**src/rtl/txw_pkg.sv**
```systemverilog
package txw_pkg;
  localparam int HALF_W = 16;
  localparam int WORD_W = 2 * HALF_W;
  typedef logic [HALF_W-1:0] half_t;
  typedef logic [WORD_W-1:0] word_t;
endpackage

```
**src/rtl/txw_half_latch.sv**
```systemverilog
module txw_half_latch #(
  parameter int HALF_W = 16
) (
  input  logic              clk,
  input  logic              rst,
  input  logic              wr_lo,
  input  logic [HALF_W-1:0] wr_data,
  output logic [HALF_W-1:0] lo_q
);
  always_ff @(posedge clk) begin
    if (rst) begin
      lo_q <= '0;
    end else if (wr_lo) begin
      lo_q <= wr_data;
    end
  end
endmodule

```
**src/rtl/txw_store.sv**
```systemverilog
module txw_store #(
  parameter int WORD_W = 32,
  parameter int DEPTH  = 32,
  parameter int HALF   = DEPTH / 2
) (
  input  logic              clk,
  input  logic              rst,
  input  logic              push_req,
  input  logic              pop_req,
  input  logic [WORD_W-1:0] push_word,
  output logic [WORD_W-1:0] head_word,
  output logic              empty_q,
  output logic              half_low_q,
  output logic              full_q
);
  localparam int AW = (DEPTH > 1) ? $clog2(DEPTH) : 1;
  localparam int CW = $clog2(DEPTH + 1);
  localparam logic [AW-1:0] LAST = AW'(DEPTH - 1);

  logic [WORD_W-1:0] mem [DEPTH];
  logic [AW-1:0] wr_ptr, rd_ptr;
  logic [CW-1:0] count, count_nxt;
  logic push_ok, pop_ok;

  assign push_ok = push_req && !full_q;
  assign pop_ok  = pop_req && !empty_q;

  always_comb begin
    count_nxt = count;
    if (push_ok && !pop_ok) count_nxt = count + CW'(1);
    if (pop_ok && !push_ok) count_nxt = count - CW'(1);
  end

  always_ff @(posedge clk) begin
    if (push_ok) mem[wr_ptr] <= push_word;
  end

  assign head_word = mem[rd_ptr];

  always_ff @(posedge clk) begin
    if (rst) begin
      wr_ptr     <= '0;
      rd_ptr     <= '0;
      count      <= '0;
      empty_q    <= 1'b1;
      half_low_q <= 1'b1;
      full_q     <= 1'b0;
    end else begin
      if (push_ok) wr_ptr <= (wr_ptr == LAST) ? '0 : wr_ptr + AW'(1);
      if (pop_ok)  rd_ptr <= (rd_ptr == LAST) ? '0 : rd_ptr + AW'(1);
      count      <= count_nxt;
      empty_q    <= (count_nxt == '0);
      half_low_q <= (count_nxt < CW'(HALF));
      full_q     <= (count_nxt == CW'(DEPTH));
    end
  end

  AST_NO_OVERFLOW: assert property (@(posedge clk) disable iff (rst)
    count <= CW'(DEPTH));
  AST_FULL_IGNORES_PUSH: assert property (@(posedge clk) disable iff (rst)
    full_q && push_req && !pop_req |=> full_q && count == $past(count));
  AST_EMPTY_POP_IGNORED: assert property (@(posedge clk) disable iff (rst)
    empty_q && pop_req && !push_req |=> empty_q);
  AST_PUSH_POP_KEEPS_COUNT: assert property (@(posedge clk) disable iff (rst)
    push_ok && pop_ok |=> count == $past(count));
  AST_FLAGS_EXCLUSIVE: assert property (@(posedge clk) disable iff (rst)
    empty_q |-> !full_q && half_low_q);
endmodule

```
**src/rtl/txw_parity_out.sv**
```systemverilog
module txw_parity_out #(
  parameter int WORD_W = 32
) (
  input  logic [WORD_W-1:0] in_word,
  input  logic              par_en,
  input  logic              par_even,
  output logic [WORD_W-1:0] out_word
);
  logic body_xor;
  assign body_xor = ^in_word[WORD_W-2:0];

  always_comb begin
    out_word = in_word;
    if (par_en) out_word[WORD_W-1] = par_even ? body_xor : ~body_xor;
  end
endmodule

```
**src/rtl/tx_word_fifo.sv**
```systemverilog
module tx_word_fifo
  import txw_pkg::*;
#(
  parameter int DEPTH = 32
) (
  input  logic              clk,
  input  logic              rst,
  input  logic              wr_lo,
  input  logic              wr_hi,
  input  logic [HALF_W-1:0] wr_data,
  input  logic              tx_pop,
  input  logic              cfg_par_en,
  input  logic              cfg_par_even,
  output logic [WORD_W-1:0] tx_word,
  output logic              tx_empty,
  output logic              tx_half_low,
  output logic              tx_full
);
  half_t lo_q;
  word_t head;

  txw_half_latch #(.HALF_W(HALF_W)) u_latch (
    .clk(clk), .rst(rst), .wr_lo(wr_lo), .wr_data(wr_data), .lo_q(lo_q)
  );

  txw_store #(.WORD_W(WORD_W), .DEPTH(DEPTH)) u_store (
    .clk(clk), .rst(rst),
    .push_req(wr_hi), .pop_req(tx_pop),
    .push_word({wr_data, lo_q}),
    .head_word(head),
    .empty_q(tx_empty), .half_low_q(tx_half_low), .full_q(tx_full)
  );

  txw_parity_out #(.WORD_W(WORD_W)) u_par (
    .in_word(head), .par_en(cfg_par_en), .par_even(cfg_par_even), .out_word(tx_word)
  );

  AST_PARITY_SENSE: assert property (@(posedge clk) disable iff (rst)
    cfg_par_en && !tx_empty |-> (^tx_word) == !cfg_par_even);
  AST_PASS_THROUGH: assert property (@(posedge clk) disable iff (rst)
    !cfg_par_en |-> tx_word == head);
endmodule

```
**config.mk**
```make
export PLATFORM = sky130hd
export DESIGN_NAME = tx_word_fifo
export DESIGN_NICKNAME = d
export VERILOG_FILES = /design/src/rtl/txw_pkg.sv /design/src/rtl/txw_half_latch.sv /design/src/rtl/txw_store.sv /design/src/rtl/txw_parity_out.sv /design/src/rtl/tx_word_fifo.sv
export SDC_FILE = /design/constraint.sdc
export NUM_CORES = 1
export LEC_CHECK = 0
export BUFFER_PORTS_ARGS = -buffer_cell sky130_fd_sc_hd__buf_2
export CORE_ASPECT_RATIO = 1.75
export CORE_UTILIZATION = 55
export DETAILED_ROUTE_END_ITERATION = 8
export HOLD_SLACK_MARGIN = 0.08
export PLACE_DENSITY_LB_ADDON = 0.1
export SLEW_MARGIN = 40
export SYNTH_ARGS = -nofsm -noshare
export SYNTH_HDL_FRONTEND = slang
export SYNTH_HIERARCHICAL = 1
export SYNTH_SLANG_ARGS = --single-unit
```
**constraint.sdc**
```tcl
create_clock -name clk -period 3.22 [get_ports clk]
set_clock_uncertainty 0.05 [all_clocks]
set_input_delay 0.322 -clock clk [delete_from_list [all_inputs] [get_ports clk]]
set_output_delay 0.322 -clock clk [all_outputs]
set_load 0.02 [all_outputs]
```
==> flow_metrics.env <==
export IMPL_status="finished, violations left"
export IMPL_failed_checks="negative setup slack"
export IMPL_io_pins=58
export IMPL_wl_per_cell_um=34.78
export IMPL_finalHoldViolCount=0
export IMPL_cp_start_kind="register"
export IMPL_cts_tree="built"
export IMPL_finalWeightedCongestion=0.7924
export IMPL_postPlaceCellArea_mm2=0.04431
export IMPL_root_buffer="clkbuf_16"
export IMPL_synthTopCellsByArea="edfxtp_1 (75%), mux4_2 (18%), dfxtp_1 (1.9%)"
export IMPL_synthCells=1746
export IMPL_grt_max_degree=43
export IMPL_path_max_fanout=8
export IMPL_setup_ws_ns=-1.447
export IMPL_vias=19830
export IMPL_area_growth_pct=18.68
export IMPL_clkLatencyLatePin_ns=0.69
export IMPL_ir_worst_vdd_uv=586.2
export IMPL_cts_buffers=92
export IMPL_p_leak_nw=15.43
export IMPL_grt_usage_pct=28.73
export IMPL_cts_max_level=3
export IMPL_numPortBuffers=57
export IMPL_die_area_mm2=0.07586
export IMPL_synth_top_area_share_pct=74.82
export IMPL_ant_nets=0
export IMPL_viasPerCell=6.578
export IMPL_avgSynthCellArea_um2=23.54
export IMPL_synth_distinct_cells=42
export IMPL_dp_hpwl_um=58380
export IMPL_async_flop_share_pct=0
export IMPL_p_total_mw=30.95
export IMPL_dp_cells=2797
export IMPL_p_int_mw=23.97
export IMPL_cp_end_kind="output port"
export IMPL_crit_type="register to output port"
export IMPL_whs_ns=0.1116
export IMPL_die_h_um=363.6
export IMPL_dr_first_iter_drc_count=1955
export IMPL_finalSetupViolCount=32
export IMPL_drc_errors=0
export IMPL_maxCapViolations=0
export IMPL_p_switching_mw=6.986
export IMPL_ys_flop_type="edfxtp_1"
export IMPL_cp_num_buf_inv=5
export IMPL_ys_seq_area_share_pct=76.77
export IMPL_max_stage_delay_ns=0.50
export IMPL_hold_path_class="input port to register"
export IMPL_first_pass_iters=7
export IMPL_row_count=132
export IMPL_netlist_area_mm2=0.04110
export IMPL_yosysTopAreaCell="edfxtp_1"
export IMPL_worst_slew_pin_slew_ns=0.8614
export IMPL_p_comb_share_pct=13.0
export IMPL_worstPathArrival_ns=4.29
export IMPL_drive_gt1_share_pct=40.30
export IMPL_clock_sink_count=1064
export IMPL_cts_buffer_depth=3
export IMPL_clk_pin_slew_ns=0.07
export IMPL_fmax_mhz=214.3
export IMPL_grt_pass1_wl_um=149500
export IMPL_period_share_pct=144.9
export IMPL_max_slew_margin_pct=42.44
export IMPL_seqPwrFrac_pct=49.9
export IMPL_routed_wl_um=104900
export IMPL_synth_commonest_cells="edfxtp_1 (1024), mux4_2 (320), nor2_1 (59)"
export IMPL_start_util_pct=55.54
export IMPL_synth_edf_count=1024
export IMPL_fin_setup_tns_ns=-10.91
export IMPL_crit_chain="buf_12 > buf_12 > buf_8 > mux4_2 > mux4_2 > mux2_4 > xor2_2 > xnor2_2 > xnor2_1 > xnor2_1 > buf_4 > xnor2_2 > mux2_4 > buf_6"
export IMPL_yosysWarnings=6
export IMPL_nNetsFinal=2029
export IMPL_finalInstanceArea_mm2=0.04877
export IMPL_report_final_slew_viol_count=0
export IMPL_utilization_pct=65.92
export IMPL_core_mm2=0.07399
export IMPL_dpl_worst_slack_ns=-0.8611
export IMPL_grt_pass1_vias=20830
export IMPL_required_ns=2.85
export IMPL_rsz0062_at_grt="true"
export IMPL_clkPwrFrac_pct=37.2
export IMPL_fp_dieW_um=208.6
export IMPL_cp_slowest_cell="mux4_2"
export IMPL_yosysMostFrequentCell="edfxtp_1"
export IMPL_fin_cells=3015
export IMPL_min_period_ns=4.667
export IMPL_switching_share_pct=22.57
export IMPL_ys_ff_latch=1064
export IMPL_antenna_found_initial=1
export IMPL_cp_top_family="multiplexers"
export IMPL_syn_num_nets=1778
export IMPL_grt_overflow_total=0
export IMPL_n_antenna_cell=0
export IMPL_cellPowerDensity_mw_per_mm2=634.6
routing by layer:
metal / wire (µm) / vias up / share of wire [%] / GRT usage [%]
met5: 0 / - / 0 / 0
li1: - / 7891 / - / -
met2: 55470 / 873 / 53 / 49.70
met1: 39180 / 10900 / 37 / 37.74
met3: 6908 / 173 / 6.6 / 3.895
met4: 3301 / 0 / 3.1 / 10.05
placed cells by master, fill, tap and decap left out, types with 12 or more instances in the layout:
master	netlist	final
dfxtp_2	0	15
mux4_2	320	320
dfxtp_1	40	21
nor2_1	59	27
buf_6	4	69
clkinv_1	0	13
mux2_4	1	31
edfxtp_1	1024	1024
clkbuf_1	39	14
clkinv_2	0	17
clkbuf_16	0	96
buf_12	1	64
xnor2_2	0	15
buf_2	24	28
nor2_4	0	32
buf_16	0	14
buf_4	35	81
mux2i_1	16	16
nand2_1	16	16
bufinv_16	0	12
layout make-up:
type | instances | area, µm²
multi-input cells | 558 | 9420
fillers | 4750 | 25220
clock buffers | 112 | 2460
clock inverters | 62 | 666.9
repair buffers | 275 | 3447
inverters | 6 | 22.52
well taps | 938 | 1174
flip-flops and latches | 1064 | 31580
power by group through the flow:
stage | Clock (mW) | Sequential (mW) | Combinational, mW
finish | 11.5 | 15.4 | 4.01
global route | 12.2 | 15.4 | 4.20
CTS | 11.7 | 15.4 | 4.00
detailed placement | 0 | 15.7 | 3.27
global placement | 0 | 15.7 | 3.25
floorplan | 0 | 15.7 | 2.29
timing repair:
action,in CTS,in global routing
pin swaps,7,2
resized for setup,146,37
hold buffers,10,0
setup buffers,22,15
setup endpoints to repair,32,32
gates cloned,13,2
endpoints found under the hold margin,207,0
registers in the layout (all words and copies together), names as in the netlist, named ones only:
register,cells
u_store/rd_ptr,5
u_store/mem,1024
u_store/count,6
u_store/half_low_q,1
u_store/full_q,1
u_store/wr_ptr,5
u_store/empty_q,1
u_latch/lo_q,16
final timing paths:
path                           from                  end  slack (ns)  depth (start not counted)
setup / recovery           register          tx_word[31]       -1.45                         14
hold / removal           wr_data[6]  u_store/mem[19][22]        0.11                          1
setup reg to reg     u_store/full_q  u_store/mem[22][23]        0.62                          4
hold reg to reg   u_store/rd_ptr[4]             register        0.44                          2
cells by family (layout without fill, tap and decap cells):
kind of cell / count (synthesis) / after routing / synth area share (%)
xor gates and xnor gates: 33 / 33 / 0.7033
buffers and inverters: 124 / 455 / 1.638
adders and majority gates: 9 / 9 / 0.2740
muxes: 369 / 369 / 18.84
DFF: 1064 / 1064 / 76.77
and+or+nand+nor: 120 / 120 / 1.391
AOI/OAI and AO/OA: 27 / 27 / 0.3806
(Power assumes the default switching activity.)
